[src/rtl/fp_unpack.sv]
module fp_unpack #(
  parameter int EXP_W = 13,
  parameter int FMT_W = 3
) (
  input  logic                    clk,
  input  logic                    rst_n,
  input  logic                    in_valid,
  output logic                    in_ready,
  input  logic [63:0]             in_word,
  input  logic [FMT_W-1:0]        in_fmt,
  output logic                    out_valid,
  input  logic                    out_ready,
  output logic                    out_sign,
  output logic signed [EXP_W-1:0] out_exp,
  output logic [65:0]             out_mant,
  output logic [2:0]              out_class,
  output logic                    out_invalid,
  output logic                    out_fmt_err,
  output logic                    out_sticky
);
  localparam int LEAD = 64;
  localparam logic [2:0] C_ZERO = 3'd0, C_NUM = 3'd1, C_INF = 3'd2,
                         C_QNAN = 3'd3, C_SNAN = 3'd4;

  typedef enum logic [1:0] {S_IDLE, S_NORM, S_DONE} st_t;
  st_t st;

  logic                    n_sign, n_inv, n_err;
  logic signed [EXP_W-1:0] n_exp, bias, ef, emax;
  logic [65:0]             n_mant;
  logic [2:0]              n_cls;
  logic [63:0]             mag, fr;
  logic                    is_int, is_ieee;

  always_comb begin
    n_sign = 1'b0; n_inv = 1'b0; n_err = 1'b0;
    n_exp = '0; n_mant = '0; n_cls = C_ZERO;
    mag = '0; fr = '0; bias = '0; ef = '0; emax = '0;
    is_int = 1'b0; is_ieee = 1'b0;
    case (in_fmt)
      FMT_W'(0): begin
        is_int = 1'b1; n_sign = in_word[31];
        mag = {32'd0, in_word[31] ? (~in_word[31:0] + 32'd1) : in_word[31:0]};
      end
      FMT_W'(1): begin
        is_int = 1'b1; n_sign = in_word[63];
        mag = in_word[63] ? (~in_word + 64'd1) : in_word;
      end
      FMT_W'(2): begin
        is_ieee = 1'b1; n_sign = in_word[63];
        ef = EXP_W'(in_word[62:55]); fr = {in_word[54:32], 41'd0};
        bias = EXP_W'(127); emax = EXP_W'(255);
      end
      FMT_W'(3): begin
        is_ieee = 1'b1; n_sign = in_word[63];
        ef = EXP_W'(in_word[62:52]); fr = {in_word[51:0], 12'd0};
        bias = EXP_W'(1023); emax = EXP_W'(2047);
      end
      default: n_err = 1'b1;
    endcase
    if (is_int && mag != '0) begin
      n_cls = C_NUM; n_exp = EXP_W'(LEAD); n_mant = {2'b00, mag};
    end
    if (is_ieee) begin
      if (ef == '0) begin
        if (fr != '0) begin
          n_cls = C_NUM; n_exp = EXP_W'(1) - bias; n_mant = {2'b00, fr};
        end
      end else if (ef == emax) begin
        if (fr == '0) n_cls = C_INF;
        else begin
          n_mant = {2'b00, 1'b1, fr[62:0]};
          n_cls  = fr[63] ? C_QNAN : C_SNAN;
          n_inv  = ~fr[63];
        end
      end else begin
        n_cls = C_NUM; n_exp = ef - bias; n_mant = {2'b01, fr};
      end
    end
  end

  always_ff @(posedge clk) begin
    if (!rst_n) begin
      st <= S_IDLE;
      out_sign <= 1'b0; out_exp <= '0; out_mant <= '0;
      out_class <= C_ZERO; out_invalid <= 1'b0; out_fmt_err <= 1'b0;
    end else begin
      case (st)
        S_IDLE: if (in_valid) begin
          out_sign <= n_sign; out_exp <= n_exp; out_mant <= n_mant;
          out_class <= n_cls; out_invalid <= n_inv; out_fmt_err <= n_err;
          st <= (n_cls == C_NUM && !n_mant[LEAD]) ? S_NORM : S_DONE;
        end
        S_NORM: begin
          out_mant <= out_mant << 1;
          out_exp  <= out_exp - EXP_W'(1);
          if (out_mant[LEAD-1]) st <= S_DONE;
        end
        S_DONE: if (out_ready) st <= S_IDLE;
        default: st <= S_IDLE;
      endcase
    end
  end

  assign in_ready   = (st == S_IDLE);
  assign out_valid  = (st == S_DONE);
  assign out_sticky = 1'b0;
endmodule


[config.mk]
export PLATFORM = sky130hd
export DESIGN_NAME = fp_unpack
export DESIGN_NICKNAME = d
export VERILOG_FILES = /design/src/rtl/fp_unpack.sv
export SDC_FILE = /design/constraint.sdc
export NUM_CORES = 1
export LEC_CHECK = 0
export BUFFER_PORTS_ARGS = -buffer_cell sky130_fd_sc_hd__buf_2
export CORE_ASPECT_RATIO = 0.8
export CORE_MARGIN = 2
export CORE_UTILIZATION = 55
export CTS_CLUSTER_DIAMETER = 60
export DETAILED_ROUTE_END_ITERATION = 8
export PLACE_DENSITY = 0.8
export SETUP_SLACK_MARGIN = 0.1
export SKIP_LAST_GASP = 1
export SLEW_MARGIN = 20
export SYNTH_ARGS = -nofsm -noshare
export SYNTH_HDL_FRONTEND = slang
export SYNTH_SLANG_ARGS = --single-unit
[constraint.sdc]
create_clock -name clk -period 5 [get_ports clk]
set_input_delay 0 -clock clk [delete_from_list [all_inputs] [get_ports clk]]
set_output_delay 0 -clock clk [all_outputs]
set_load 0.01 [all_outputs]
# Yosys cells after proc, flatten, opt, wreduce, memory -nomap -nowiden

Index checks and enable logic that the tools add are counted.

Flip-flop bits (word level): 87
Output and inout port bits: 88

Add/sub/neg operators: 5
Equality and inequality tests: 10
Mux-type cells: 42
Bitwise operators: 3
Reduce and logical (&&, ||, !) cells: 17

Operator list:

| cell                                                                 | count |
|---|---|
| 66-bit two-way mux                                                   | 6 |
| 64-bit one-hot mux with 2 select lines                               | 2 |
| 66-bit one-hot mux with 2 select lines                               | 1 |
| 64-bit two-way mux                                                   | 2 |
| 64-bit nonzero test                                                  | 2 |
| 13-bit two-way mux                                                   | 5 |
| 64-bit by 1-bit adder with 64-bit output, second input constant      | 1 |
| 64-bit logical NOT                                                   | 1 |
| 64-bit NOT                                                           | 1 |
| 11-bit one-hot mux with 2 select lines                               | 2 |
| 32-bit by 1-bit adder with 32-bit output, second input constant      | 1 |
| 32-bit two-way mux                                                   | 1 |
| 32-bit NOT                                                           | 1 |
| 13-bit one-hot mux with 2 select lines                               | 1 |
| 10-bit one-hot mux with 2 select lines                               | 1 |
| 3-bit two-way mux                                                    | 6 |
| 13-bit equality test                                                 | 1 |
| 13-bit logical NOT                                                   | 1 |
| 13-bit subtractor                                                    | 1 |
| 13-bit by 2-bit subtractor with 13-bit output, second input constant | 1 |
| 2-bit by 13-bit subtractor with 13-bit output, first input constant  | 1 |
| 1-bit two-way mux                                                    | 8 |
| 2-bit two-way mux                                                    | 4 |
| 7-bit two-way mux                                                    | 1 |
| 19 further kinds                                                     | 25 |

# Longest topological paths before layout

Gate-level depths: netlist of the first run.

Depth in word-level cells: 16
Depth in mapped cells: 16

# Worst setup path after synthesis of the first run

Ideal clock, no wire load.

Kind: in2reg
From: input port in_fmt[0]
To: register out_exp[9]
Setup time: 120 ps
Arrival time: 3,353 ps
Required time: 4,880 ps
Slack: 1,527 ps
Cell stages on the path: 15
Path through: clkbuf_1 -> clkbuf_1 -> buf_1 -> buf_1 -> buf_1 -> mux2i_1 -> nor2_1 -> ha_1 -> a31o_2 -> a21o_1 -> or2_2 -> a31oi_1 -> o22ai_1 -> nand3_1 -> nand2_1

Word-level cells in the longest chain between the ends: 8
Elaborated cells between the ends (all ways): 19

Ends and longest elaborated chain:

| what                                                                 | RTL line | source |
|---|---|---|
| start: declaration                                                   | 10       | `input logic [FMT_W-1:0] in_fmt,` |
| 3-bit by 2-bit equality test with 1-bit output                       | 40       | `case (in_fmt)` |
| 11-bit one-hot mux with 2 select lines, or another cell as far along | 40       |  |
| 13-bit subtractor, or another cell as far along                      | 77       | `n_cls = C_NUM; n_exp = ef - bias; n_mant = {2'b01, fr};` |
| 13-bit two-way mux, on equally long branches                         | 69, 66   |  |
| 13-bit two-way mux                                                   | 65       | `if (ef == '0) begin` |
| 13-bit two-way mux (*)                                               | 64       | `if (is_ieee) begin` |
| 13-bit two-way mux (*)                                               | 89       | `S_IDLE: if (in_valid) begin` |
| 13-bit one-hot mux with 2 select lines (*)                           | 88       | `case (st)` |
| end signal: assignment                                               | 90       | `out_sign <= n_sign; out_exp <= n_exp; out_mant <= n_mant;` |
| end signal: assignment                                               | 96       | `out_exp <= out_exp - EXP_W'(1);` |
| end: declaration                                                     | 14       | `output logic signed [EXP_W-1:0] out_exp,` |

Mark *: on every way between the ends. The rest lies on a longest branch, timed or not. The select of a mux whose other input is x is not followed.
A chain may end at the register's enable or synchronous reset.

# Final worst setup path of the first run

From: input port in_word[2]
To: register st[0]

Word-level cells in the longest chain between the ends: 15
Elaborated cells between the ends (all ways): 23

Ends and longest elaborated chain:

| what                                                                                                 | RTL line | source |
|---|---|---|
| start: declaration                                                                                   | 9        | `input logic [63:0] in_word,` |
| 64-bit NOT or 32-bit NOT (tied branches)                                                             | 47, 43   |  |
| 64-bit by 1-bit adder with 64-bit output or 32-bit by 1-bit adder with 32-bit output (tied branches) | 47, 43   |  |
| 64-bit two-way mux or 32-bit two-way mux (tied branches)                                             | 47, 43   |  |
| 64-bit one-hot mux with 2 select lines                                                               | 40       |  |
| 64-bit nonzero test                                                                                  | 61       | `if (is_int && mag != '0) begin` |
| 1-bit logical AND                                                                                    | 61       |  |
| 1-bit two-way mux                                                                                    | 61       |  |
| 3-bit two-way mux                                                                                    | 66       | `if (fr != '0) begin` |
| 3-bit two-way mux                                                                                    | 65       |  |
| 3-bit two-way mux (*)                                                                                | 64       |  |
| 3-bit by 1-bit equality test with 1-bit output (*)                                                   | 92       | `st <= (n_cls == C_NUM && !n_mant[LEAD]) ? S_NORM : S_DONE;` |
| 1-bit logical AND (*)                                                                                | 92       |  |
| 2-bit two-way mux (*)                                                                                | 92       |  |
| 2-bit two-way mux (*)                                                                                | 89       |  |
| 2-bit one-hot mux with 3 select lines (*)                                                            | 88       |  |
| end signal: assignment                                                                               | 92       |  |
| end: declaration                                                                                     | 26       | `st_t st;` |

Marked as above.

==> results of run 1 <==
metal layers:
layer  vias to the layer above  share of wire, %  wire length (µm)
li1                       4120                 -                 -
met1                      4204                40             11600
met2                       717                43             12500
met3                       107                13              3680
met4                         0               4.1              1200
met5                         -                 0                 0
power breakdown:
part,total (mW),switching [mW],internal [mW]
combinational,0.791,0.502,0.289
clock,0.645,0.305,0.340
sequential,0.803,0.0583,0.744
total,2.24,0.865,1.37
cell type report:
class                           count  area, µm²  share of cell area, %
Inverter                           13       48.8                  0.564
Multi-Input combinational cell    832       5470                   63.2
Sequential cell                    86       1720                   19.9
Clock buffer                        9        225                   2.60
Clock inverter                      6       47.5                  0.549
Tap cell                          180        225                   2.60
Timing Repair Buffer              173        918                   10.6
worst paths after layout:
path | from | endpoint | slack (ns) | cells after the start
min reg2reg | out_exp[12]$_SDFFE_PN0P_ | out_exp[12]$_SDFFE_PN0P_ | 0.50 | 2
max reg2reg | out_exp[0]$_SDFFE_PN0P_ | out_exp[10]$_SDFFE_PN0P_ | 2.57 | 8
min | in_word[0] | out_mant[0]$_SDFFE_PN0P_ | 0.03 | 3
max | in_word[2] | st[0]$_SDFFE_PN0P_ | 1.17 | 15
kinds of logic after synthesis:
family          after synthesis  share of synthesized area [%]
compound gates              333                           30.4
xor+xnor                     55                           6.27
fa+ha+maj                     8                           1.30
buf+inv                     127                           6.56
flops                        86                           22.4
mux                          39                           5.15
other cells                   1                         0.0488
simple gates                396                           27.9
worst max-delay path, cell delays in order:
cell and delay (ns):
sky130_fd_sc_hd__buf_2 0.15, sky130_fd_sc_hd__nor3_2 0.62, sky130_fd_sc_hd__and4_1 0.48, sky130_fd_sc_hd__nand3_1 0.23, sky130_fd_sc_hd__nor3_1 0.26, sky130_fd_sc_hd__ha_1 0.15
sky130_fd_sc_hd__a21oi_1 0.06, sky130_fd_sc_hd__mux2i_1 0.27, sky130_fd_sc_hd__a41oi_1 0.15, sky130_fd_sc_hd__a2111oi_0 0.39, sky130_fd_sc_hd__nand4_1 0.16, sky130_fd_sc_hd__nor4_1 0.33
sky130_fd_sc_hd__nand3_1 0.18, sky130_fd_sc_hd__nor4_2 0.42, sky130_fd_sc_hd__o21ai_0 0.17
registers in the layout, summed over array words and instances, names as in the netlist:
name	cells
out_sign	1
st	2
out_exp	13
out_mant	66
out_class	3
out_fmt_err	1
cell usage after synthesis, types with 31 or more instances:
| library cell | count |
|---|---|
| sky130_fd_sc_hd__dfxtp_1 | 86 |
| sky130_fd_sc_hd__a222oi_1 | 37 |
| sky130_fd_sc_hd__clkbuf_1 | 92 |
| sky130_fd_sc_hd__o21ai_0 | 71 |
| sky130_fd_sc_hd__mux2i_1 | 35 |
| sky130_fd_sc_hd__nor3_1 | 35 |
| sky130_fd_sc_hd__nand2_1 | 72 |
| sky130_fd_sc_hd__nor2_1 | 81 |
| sky130_fd_sc_hd__a21oi_1 | 69 |
| sky130_fd_sc_hd__xor2_1 | 31 |
| sky130_fd_sc_hd__nor2b_1 | 61 |
metrics by stage:
step                total power [mW]  std cells  util (%)
global route                    2.34       1299      63.6
finish                          2.24       1299      63.6
detailed placement              1.58       1283      61.5
global placement                1.57       1283      61.5
CTS                             2.22       1298      63.5
floorplan                       1.32       1045         -
==> impl_metrics.json, run 1 <==
{
  "status": "finished, violations left",
  "violations": "DRC",
  "fin_crit_sh_pct": 76.5,
  "worst_slew_pin_slew_ns": 1.09,
  "synth-edff-count": 0,
  "leakage_nw": 3.40,
  "vias_per_cell": 7.04,
  "gr-usage-met1_pct": 53.0,
  "final_number_of_max_transition_violations": 0,
  "drt_first_pass_iters": 9,
  "synth.distinct_cells": 78,
  "starting_density_of_the_core_pct": 56.5,
  "post_cts_buffers": 0,
  "area_growth_pct": 12.6,
  "via_count_of_the_first_global_routing_pass": 7987,
  "filler_cell_count": 1278,
  "core-area_um2": 13600,
  "layout.cells.most_common_list": "sky130_fd_sc_hd__buf_2, sky130_fd_sc_hd__dfxtp_1, sky130_fd_sc_hd__nor2_1",
  "cts.repair.resized": 0,
  "global_route.usage.total_pct": 38.4,
  "unrepaired_setup_endpoints_after_global_routing": "no",
  "pre_cts_ws_ns": 0.890,
  "cts-htree-levels": 3,
  "grt_max_degree": 90,
  "timing_hold_violations_final": 0,
  "cts.sinks": 86,
  "synth_largest_type_area_fraction_pct": 22.4,
  "max-cap-violations": 0,
  "fin_nets": 1194,
  "die_span_in_y_um": 110,
  "synth.area.top_cells": "sky130_fd_sc_hd__dfxtp_1, sky130_fd_sc_hd__nor2b_1, sky130_fd_sc_hd__a222oi_1, sky130_fd_sc_hd__o21ai_0, sky130_fd_sc_hd__mux2i_1",
  "yosysSeqAreaShare_pct": 22.4,
  "io-pin-count": 159,
  "synthCells": 1045,
  "fin_worst_hold_slack_ns": 0.0343,
  "final_cell_area_um2": 8650,
  "timing.fmax_mhz": 261,
  "detailed_place.area_um2": 8360,
  "synth_top_flop_cell": "sky130_fd_sc_hd__dfxtp_1",
  "grt_first_pass_wirelength_um": 44600,
  "post_synth.cell_area_avg_um2": 7.35,
  "timing.critical_path.fanout_max": 13,
  "worst_slack_setup_final_ns": 1.17,
  "synth_seq_cells": 86,
  "clkTransAtPathRegs_ns": 0.07,
  "max_rail_drop_vdd_v": 0.000188,
  "site_row_count": 38,
  "dieArea_um2": 14900,
  "power_density_nw_per_um2": 259,
  "critical_path_required_ns": 5.22,
  "syn_area_um2": 7680,
  "port_buffers": 157,
  "post-route-drc-count": 5,
  "cts_buffer_depth": 2,
  "most_common_cell_after_layout_fill_and_taps_aside": "sky130_fd_sc_hd__buf_2",
  "insertion_delay_ns": 0.35,
  "finalWirelength_um": 29000,
  "cts_hold_buf": 0,
  "min_period_ns": 3.83,
  "count_of_vias_placed_by_the_detailed_router": 9148,
  "cts_tree": "built",
  "critPathLaunchType": "primary input",
  "chipWidth_um": 136,
  "globalplace.congestion": 1.05,
  "grt_antenna_before_repair": 0,
  "asyncSetResetFlopFracSynth_pct": 0,
  "clock-root-buffer": "sky130_fd_sc_hd__clkbuf_16",
  "grt.met2_usage_pct": 58.1,
  "numCtsBuffers": 9,
  "insertedDiodeCount": 0,
  "gr-max-usage-layer": "met2",
  "postSynthNetCount": 1124,
  "drt_iter0_markers": 1503,
  "hp-class": "primary input to register",
  "antenna_violating_nets_post_route": 0,
  "count_of_endpoints_failing_setup_in_the_final_report": 0,
  "detailed_place_hpwl_um": 20900,
  "worst_path_arrival_ns": 4.04,
  "ys_warn_count": 0,
  "totalNegativeSetupSlack_ns": 0,
  "met3_usage_pct": 8.25,
  "skew_ns": 0.00883,
  "end_kind": "register",
  "worst_slew_margin_rel_pct": 25.5,
  "grt-ovfl-total": 0,
  "yosysTopAreaCell": "sky130_fd_sc_hd__dfxtp_1",
  "post_route_cells_drive_above_1_share_pct": 19.1,
  "type_of_the_worst_setup_path": "primary input to register",
  "detail_route.wl_per_cell_um": 22.3
}
Power figures use the tool's default switching activity.
==> run 2, diff against run 1 <==
Settings changed: ABC_AREA set to 1.
Clock period 5 ns to 3.6 ns, I/O delays scaled along.
==> impl_metrics.json, run 2 <==
{
  "status": "completed",
  "gr-usage-met1_pct": 55.5,
  "die_span_in_y_um": 113,
  "leakage_nw": 4.37,
  "synth_largest_type_area_fraction_pct": 21.2,
  "synth-edff-count": 0,
  "synth_top_flop_cell": "sky130_fd_sc_hd__dfxtp_1",
  "clkTransAtPathRegs_ns": 0.07,
  "grt_first_pass_wirelength_um": 49100,
  "cts.sinks": 86,
  "fin_crit_sh_pct": 91.2,
  "clock-root-buffer": "sky130_fd_sc_hd__clkbuf_16",
  "max-cap-violations": 0,
  "final_cell_area_um2": 9230,
  "drt_first_pass_iters": 6,
  "met3_usage_pct": 10.1,
  "critPathLaunchType": "primary input",
  "worst_slew_margin_rel_pct": 40.6,
  "unrepaired_setup_endpoints_after_global_routing": "no",
  "type_of_the_worst_setup_path": "primary input to register",
  "comb_power_share_pct": 51.6,
  "finalWirelength_um": 30500,
  "postSynthNetCount": 1533,
  "synth.area.top_cells": "sky130_fd_sc_hd__dfxtp_1, sky130_fd_sc_hd__nand2_1, sky130_fd_sc_hd__nor2_1, sky130_fd_sc_hd__nand3_1, sky130_fd_sc_hd__a21oi_1",
  "post_route_cells_drive_above_1_share_pct": 15.5,
  "max_rail_drop_vdd_v": 0.000578,
  "layout.cells.most_common_list": "sky130_fd_sc_hd__nand2_1, sky130_fd_sc_hd__nor2_1, sky130_fd_sc_hd__buf_2",
  "max_flop_register": "out_mant",
  "yosysTopAreaCell": "sky130_fd_sc_hd__dfxtp_1",
  "count_of_vias_placed_by_the_detailed_router": 10496,
  "totalNegativeSetupSlack_ns": 0,
  "critical_path_required_ns": 3.84,
  "antenna_violating_nets_post_route": 0,
  "globalplace.congestion": 1.08,
  "synth.distinct_cells": 52,
  "sw_frac_of_total_pct": 47.1,
  "synthCells": 1454,
  "min_period_ns": 3.28,
  "numCtsBuffers": 9,
  "synth_seq_cells": 86,
  "post_synth.cell_area_avg_um2": 5.59,
  "cts.repair.resized": 0,
  "grt.met2_usage_pct": 57.1,
  "via_count_of_the_first_global_routing_pass": 9463,
  "power.internal_mw": 2.85,
  "end_kind": "register",
  "vias_per_cell": 5.99,
  "power.sequential.fraction_pct": 29.4,
  "worst_path_arrival_ns": 3.52,
  "skew_ns": 0.00696,
  "most_common_cell_after_layout_fill_and_taps_aside": "sky130_fd_sc_hd__nand2_1",
  "drt_iter0_markers": 1459,
  "timing.fmax_mhz": 305,
  "power_frac_clock_pct": 19.0,
  "worst_slew_pin_slew_ns": 0.891,
  "asyncSetResetFlopFracSynth_pct": 0,
  "site_row_count": 39,
  "dieArea_um2": 15800,
  "starting_density_of_the_core_pct": 56.7,
  "power_density_nw_per_um2": 584,
  "grt-ovfl-total": 0,
  "hp-class": "primary input to register",
  "yosysSeqAreaShare_pct": 21.2,
  "area_growth_pct": 13.5,
  "final_number_of_max_transition_violations": 0,
  "global_route.usage.total_pct": 38.4,
  "core-area_um2": 14300,
  "grt_antenna_before_repair": 0,
  "chipWidth_um": 140,
  "timing_hold_violations_final": 0,
  "timing.critical_path.fanout_max": 5,
  "cts_buffer_depth": 2,
  "largest_registers": "out_mant: 66 flops, out_exp: 13 flops, out_class: 3 flops",
  "post_cts_buffers": 0,
  "detail_route.wl_per_cell_um": 17.4,
  "syn_area_um2": 8130,
  "fin_nets": 1642,
  "ys_warn_count": 0,
  "reg2reg_slack_ns": 1.26,
  "cts-htree-levels": 3,
  "yosysMostFrequentCell": "sky130_fd_sc_hd__nand2_1",
  "cts_tree": "built",
  "gr-max-usage-layer": "met2",
  "post-route-drc-count": 0,
  "detailed_place.area_um2": 8910,
  "p_sw_mw": 2.54,
  "insertion_delay_ns": 0.36,
  "io-pin-count": 159,
  "count_of_endpoints_failing_setup_in_the_final_report": 0,
  "insertedDiodeCount": 0,
  "port_buffers": 157,
  "detailed_place_hpwl_um": 23200,
  "largest_reg_flops": 66,
  "top_cell_types_by_occurrence_after_synthesis": "sky130_fd_sc_hd__nand2_1, sky130_fd_sc_hd__nor2_1, sky130_fd_sc_hd__nand3_1, sky130_fd_sc_hd__inv_1, sky130_fd_sc_hd__a21oi_1",
  "grt_max_degree": 81
}
## run 2: layout make-up
class	count	area, µm²
Multi-Input combinational cell	1168	5610
Fill cell	1517	5110
Sequential cell	86	1720
Timing Repair Buffer	164	853
Inverter	134	510
Tap cell	184	230
Clock buffer	9	225
Clock inverter	6	87.6
## run 2: repair_timing
action,in CTS,in global routing
setup endpoints to repair,0,0
hold buffers,1,0
endpoints found under the hold margin,1,0
## run 2: path summary, 6_finish.rpt
check / depth (start not counted) / to / from
min: 4 / st[0]$_SDFFE_PN0P_ / out_ready
max: 21 / out_class[0]$_SDFFE_PN0P_ / in_word[0]
min reg2reg: 2 / out_mant[65]$_SDFFE_PN0P_ / out_mant[65]$_SDFFE_PN0P_
max reg2reg: 7 / out_mant[50]$_SDFFE_PN0P_ / st[0]$_SDFFE_PN0P_
## run 2: worst max-delay path: stages
cell,delay [ns]
sky130_fd_sc_hd__dlygate4sd3_1,0.54
sky130_fd_sc_hd__buf_2,0.14
sky130_fd_sc_hd__inv_1,0.14
sky130_fd_sc_hd__ha_1,0.22
sky130_fd_sc_hd__nand2_1,0.15
sky130_fd_sc_hd__nor2_1,0.17
sky130_fd_sc_hd__nand2_1,0.16
sky130_fd_sc_hd__nor2_1,0.43
sky130_fd_sc_hd__nand2_1,0.13
sky130_fd_sc_hd__nand2_1,0.08
sky130_fd_sc_hd__nand2_1,0.06
sky130_fd_sc_hd__nand3_1,0.09
sky130_fd_sc_hd__nand2_1,0.08
sky130_fd_sc_hd__nor2_1,0.15
sky130_fd_sc_hd__nand2_1,0.07
sky130_fd_sc_hd__nor2_1,0.25
sky130_fd_sc_hd__nand2_1,0.16
sky130_fd_sc_hd__nor2_2,0.17
sky130_fd_sc_hd__nand2_1,0.11
sky130_fd_sc_hd__o21ai_0,0.11
sky130_fd_sc_hd__a21oi_1,0.10
## run 2: kinds of logic after synthesis
family / after synthesis / synth area share, %
and+or+nand+nor: 835 / 43.6
xor gates and xnor gates: 3 / 0.323
adders and majority gates: 8 / 1.23
DFF: 86 / 21.2
buffers and inverters: 200 / 10.0
other: 1 / 0.0461
AOI/OAI and AO/OA: 321 / 23.6
## run 2: power by group through the flow
stage               logic [mW]  clock network (mW)  registers [mW]
global placement          2.70                   0            1.59
CTS                       2.75                1.03            1.58
detailed placement        2.74                   0            1.59
floorplan                 1.70                   0            1.71
global route              3.10                1.07            1.63
finish                    2.78                1.02            1.58
## run 2: through the flow
step / util, % / hold slack, ns / std cells / power [mW] / worst slack (ns)
final: 64.4 / 0.0501 / 1751 / 5.39 / 0.317
after global routing: 64.4 / 0.0843 / 1751 / 5.80 / 0.103
after CTS: 64.4 / 0.0485 / 1751 / 5.36 / 0.465
after detailed placement: 62.1 / 0.320 / 1735 / 4.33 / 0.667
after global placement: 62.1 / 0.309 / 1735 / 4.29 / 0.762
after floorplan: - / 0.162 / 1454 / 3.41 / 1.41
## run 2: metal layers
metal | part of all wire [%] | vias to the layer above | wire length [µm]
met5 | 0 | - | 0
met4 | 2.0 | 0 | 607
met3 | 13 | 57 | 3910
met2 | 42 | 653 | 12700
met1 | 44 | 4739 | 13300
li1 | - | 5047 | -
